## src/rtl/lerr_pkg.sv

```systemverilog
package lerr_pkg;
  localparam int unsigned N_PAIRS = 3;
  localparam int unsigned N_SW    = 6;

  typedef enum logic [1:0] {
    PAIR_UV = 2'd0,
    PAIR_VW = 2'd1,
    PAIR_WU = 2'd2
  } pair_e;
endpackage

```

## src/rtl/lerr_err_calc.sv

```systemverilog
module lerr_err_calc #(
  parameter int unsigned VW = 16
) (
  input  logic signed [VW-1:0] ref_i,
  input  logic signed [VW-1:0] meas_i,
  output logic        [VW-1:0] mag_o,
  output logic                 neg_o
);
  localparam logic signed [VW:0] MOST_NEG = {1'b1, {VW{1'b0}}};

  logic signed [VW:0] err;
  logic signed [VW:0] err_inv;

  assign err     = {ref_i[VW-1], ref_i} - {meas_i[VW-1], meas_i};
  assign err_inv = -err;
  assign neg_o   = err[VW];

  // Magnitude is VW bits wide; the most negative error saturates
  always_comb begin
    if (!neg_o)               mag_o = err[VW-1:0];
    else if (err == MOST_NEG) mag_o = {VW{1'b1}};
    else                      mag_o = err_inv[VW-1:0];
  end
endmodule

```

## src/rtl/lerr_max_pick.sv

```systemverilog
module lerr_max_pick #(
  parameter int unsigned MW = 16,
  parameter int unsigned NP = 3,
  localparam int unsigned IW = (NP > 1) ? $clog2(NP) : 1
) (
  input  logic [NP-1:0][MW-1:0] mag_i,
  output logic [IW-1:0]         idx_o
);
  logic [MW-1:0] best;

  // Strict compare keeps the lower index on ties
  always_comb begin
    best  = mag_i[0];
    idx_o = '0;
    for (int i = 1; i < NP; i++) begin
      if (mag_i[i] > best) begin
        best  = mag_i[i];
        idx_o = IW'(i);
      end
    end
  end
endmodule

```

## src/rtl/lerr_gate_decode.sv

```systemverilog
module lerr_gate_decode
  import lerr_pkg::*;
(
  input  pair_e             sel_i,
  input  logic              neg_i,
  output logic [N_SW-1:0]   gate_o
);
  always_comb begin
    unique case (sel_i)
      PAIR_UV: gate_o = neg_i ? 6'b001001 : 6'b000110;
      PAIR_VW: gate_o = neg_i ? 6'b100100 : 6'b011000;
      PAIR_WU: gate_o = neg_i ? 6'b010010 : 6'b100001;
      default: gate_o = '0;
    endcase
  end
endmodule

```

## src/rtl/lerr_out_sel.sv

```systemverilog
module lerr_out_sel
  import lerr_pkg::*;
#(
  parameter int unsigned VW = 16
) (
  input  logic                 clk_i,
  input  logic                 rst_ni,
  input  logic                 start_i,
  input  logic signed [VW-1:0] ref_uv_i,
  input  logic signed [VW-1:0] ref_vw_i,
  input  logic signed [VW-1:0] ref_wu_i,
  input  logic signed [VW-1:0] meas_uv_i,
  input  logic signed [VW-1:0] meas_vw_i,
  input  logic signed [VW-1:0] meas_wu_i,
  output logic [N_SW-1:0]      gate_o,
  output logic [1:0]           pair_o,
  output logic                 done_o
);
  logic [N_PAIRS-1:0][VW-1:0] ref_v, meas_v, mag;
  logic [N_PAIRS-1:0]         neg;
  logic [1:0]                 idx;
  pair_e                      sel;
  logic [N_SW-1:0]            gate_d;

  assign ref_v  = {ref_wu_i, ref_vw_i, ref_uv_i};
  assign meas_v = {meas_wu_i, meas_vw_i, meas_uv_i};

  for (genvar p = 0; p < N_PAIRS; p++) begin : g_err
    lerr_err_calc #(.VW(VW)) u_err (
      .ref_i  (ref_v[p]),
      .meas_i (meas_v[p]),
      .mag_o  (mag[p]),
      .neg_o  (neg[p])
    );
  end

  lerr_max_pick #(.MW(VW), .NP(N_PAIRS)) u_pick (
    .mag_i (mag),
    .idx_o (idx)
  );

  assign sel = pair_e'(idx);

  lerr_gate_decode u_dec (
    .sel_i  (sel),
    .neg_i  (neg[idx]),
    .gate_o (gate_d)
  );

  always_ff @(posedge clk_i or negedge rst_ni) begin
    if (!rst_ni) begin
      gate_o <= '0;
      pair_o <= '0;
      done_o <= 1'b0;
    end else begin
      done_o <= start_i;
      if (start_i) begin
        gate_o <= gate_d;
        pair_o <= idx;
      end
    end
  end
endmodule

```

## config.mk

```make
export PLATFORM = sky130hd
export DESIGN_NAME = lerr_out_sel
export DESIGN_NICKNAME = d
export VERILOG_FILES = /design/src/rtl/lerr_pkg.sv /design/src/rtl/lerr_err_calc.sv /design/src/rtl/lerr_max_pick.sv /design/src/rtl/lerr_gate_decode.sv /design/src/rtl/lerr_out_sel.sv
export SDC_FILE = /design/constraint.sdc
export NUM_CORES = 1
export LEC_CHECK = 0
export BUFFER_PORTS_ARGS = -buffer_cell sky130_fd_sc_hd__buf_4
export CAP_MARGIN = 20
export CORE_UTILIZATION = 35
export CTS_CLUSTER_SIZE = 25
export DETAILED_ROUTE_END_ITERATION = 10
export PLACE_DENSITY = 0.63
export SYNTH_ARGS = -nofsm -noshare
export SYNTH_HDL_FRONTEND = slang
export SYNTH_SLANG_ARGS = --single-unit
```

## constraint.sdc

```tcl
create_clock -name clk_i -period 1 [get_ports clk_i]
set_clock_uncertainty 0.15 [all_clocks]
set_input_delay 0.3 -clock clk_i [delete_from_list [all_inputs] [get_ports clk_i]]
set_output_delay 0.3 -clock clk_i [all_outputs]
set_load 0.005 [all_outputs]
```

==> reports/qor.txt <==
Status: complete, but fails checks
Failing checks: negative setup slack
Num Clock Sinks: 9
Worst hold slack: 0.09824 ns
Post-synthesis cell type count: 85
RSZ-0062 raised after global routing: yes
Setup CP Type: in -> reg
Main flop type after synthesis: dfrtp_1
Slack of the critical path: -4.849 ns
CTS Buffer Depth: 2
DR pass1 iterations: 4
Slew HR: 0.6367
Startpoint Class: primary input
Dpl ws: -5.191 ns
Yosys warnings: 0
Register area: 225.2 sq um
Syn-to-layout area delta: 68.05%
Crit. Startpoint: ref_uv_i[0]
Starting Density: 0.3599
Worst Hold Class: in -> reg
Crit path to: pair_o[1]$_DFFE_PN0P_
Global-route wire length before repair: 29050 um
CP endpoint kind: flip-flop
Top cells by area, synth: ha_1, a21oi_1, xnor2_1
Area of the multi-input gates: 0.005555 sq mm
Post-Syn Area: 0.005738 sq mm
Power per cell area: 1393 mW/mm^2
Dpl hpwl: 14530 um
# IOs: 108
Final Max Tran Viols: 0
Post-Place Cell Area: 0.008861 sq mm
Final worst path period share: 5.849
Port bufs: 107
Initial antenna violation count: 0
Mapped Cells: 813
Filler cell count: 1439
Largest stage delay, worst path: 0.57 ns
DIE WIDTH: 130.0 um
Full die area: 0.01691 sq mm
R2R depth: 3
Cell area after layout: 0.009643 sq mm
RePlAce Congestion: 0.8541
Fin nets: 1394
Clock root buffer: clkbuf_16
Cts bufs inserted: 3
Site row count: 46
Leak pwr: 4.850 nW
Syn avg cell area: 7.058 sq um
Register area share after synthesis: 0.03925
Die height: 130.0 um
R2r endpoint: gate_o[2]$_DFFE_PN0P_
Hold_sp: start_i
Async S/R FF share, synth: 1.000
Final global-route overflow total: 0
Flop and latch count out of synthesis: 9
Reg2reg setup slack: -0.13 ns
Core ar.: 0.01594 sq mm
Largest net degree at the start of global routing: 20
Top-count cell post-synth: ha_1
Layout cell share with drive strength beyond 1: 0.4378
Cell mode on critical path: a21o_1
Max-cap viol count: 0
Initial drt markers: 377
Via count: 7308
Final setup viols: 17
Clk slew on worst S/H paths: 0.04 ns
Total wire length: 17780 um
Wire per inst: 12.50 um
Highest clock rate: 0.1710 GHz
Share of the synthesized area in the top cell type: 0.1853
Clk Latency, worst-skew pair: 0.24 ns
RR Startpoint: gate_o[2]$_DFFE_PN0P_
Slew @ Worst Pin: 0.5312 ns
Minimum clock period: 5.849 ns
CP Max Fanout: 7
Number of global-route vias before repair: 6695
Final Hold Fails: 0
Slowest cell on crit path: or4_4
Post-synth EDFFs: 0
Synthesized Nets: 1000
Top post-synthesis cells by count: ha_1, inv_1, nor2_1
H-tree lvl count: 1
CTS tree: done
WP data required: 0.97 ns
Diodes inserted: 0
Crit path DAT: 5.82 ns
Remaining routing DRC violations: 0
Max VDD drop: 870.8 uV
Cell taking the most area after synthesis: ha_1
Overall power: 13.44 mW
Vias per cell: 5.139
Number of nets with antenna violations after routing: 0
GRT Util Overall: 0.2026
==> per-layer routing <==
| metal | GRT usage | share of wire |
|---|---|---|
| met3 | 0.003280 | 0.022 |
| met4 | 0.02873 | 0.0089 |
| met1 | 0.2594 | 0.46 |
| met5 | 0 | 0 |
| met2 | 0.3842 | 0.50 |
==> power by group <==
part	leakage (nW)	total (mW)	internal, mW	switching [mW]
registers	0.109	0.640	0.526	0.114
clock network	0.0382	0.715	0.533	0.181
logic	4.70	12.1	6.54	5.54
total	4.85	13.4	7.60	5.84
==> through the flow <==
stage / util / setup TNS [ns] / std cells
after global routing: 0.6049 / -42.79 / 1422
after floorplan: - / -37.17 / 813
after CTS: 0.5932 / -39.57 / 1412
after global placement: 0.5558 / -39.81 / 1376
after detailed placement: 0.5558 / -41.09 / 1376
final: 0.6049 / -40.08 / 1422
==> registers in the layout (all words and copies together) (netlist names) <==
register,flops
gate_o,6
done_o,1
pair_o,2
==> critical path, delay by kind of cell <==
kind	cells	cell delay, ns
compound gates	13	2.00
fa+ha+maj	4	1.05
buf+inv	6	0.65
mux	2	0.37
simple gates	6	1.44
==> cell families (layout without fill, tap and decap cells) <==
logic type               after synthesis  in the layout  share of synthesized area
buffers and inverters                101            494                    0.07348
multiplexers                          14             14                    0.02529
adder cells (fa/ha/maj)               88             88                     0.1958
XOR/XNOR                              50             50                    0.07632
AO/OA/AOI/OAI                        259            259                     0.3171
AND/OR/NAND/NOR                      292            292                     0.2728
flip-flops                             9              9                    0.03925
==> final cells by class <==
| class | instances | area share |
|---|---|---|
| timing repair buffer | 422 | 0.3363 |
| sequential | 9 | 0.02336 |
| tap | 216 | 0.02803 |
| inverter | 68 | 0.02803 |
| multi-input combinational | 703 | 0.5761 |
| clock buffer | 4 | 0.008174 |
==> how the worst min path moves through the flow <==
stage	slack [ns]	end	cells past startpoint
3_3_place_gp	-0.02	done_o$_DFF_PN0_	1
5_1_grt	0.1	done_o$_DFF_PN0_	1
2_1_floorplan	-0.15	done_o$_DFF_PN0_	0
3_5_place_dp	-0.02	gate_o[2]$_DFFE_PN0P_	1
6_report	0.1	done_o$_DFF_PN0_	1
4_1_cts	0.1	done_o$_DFF_PN0_	1
==> repair_timing <==
| item | 4_1_cts | 5_1_grt |
|---|---|---|
| hold buffers | 1 | 0 |
| setup endpoints to repair | 17 | 17 |
| hold endpoints to repair | 9 | 0 |
| setup buffers | 30 | 10 |
| pin swaps | 41 | 26 |
| gates cloned | 1 | 0 |
| gates resized for setup | 54 | 25 |
==> cell usage in the layout, fill, tap and decap left out, types with 13 or more instances in the layout <==
cell / synthesis / final
a21o_1: 25 / 25
a21oi_1: 65 / 54
a21oi_2: 4 / 13
a31oi_1: 16 / 14
buf_4: 2 / 401
buf_6: 3 / 18
ha_1: 85 / 79
inv_1: 68 / 64
nand2_1: 56 / 55
nand3_1: 26 / 24
nand4_1: 16 / 16
nor2_1: 66 / 63
nor2b_1: 17 / 14
nor3_1: 21 / 18
o21ai_0: 29 / 28
xnor2_1: 34 / 33
xor2_1: 16 / 15
Note: power is estimated with default switching activity, not from simulation.
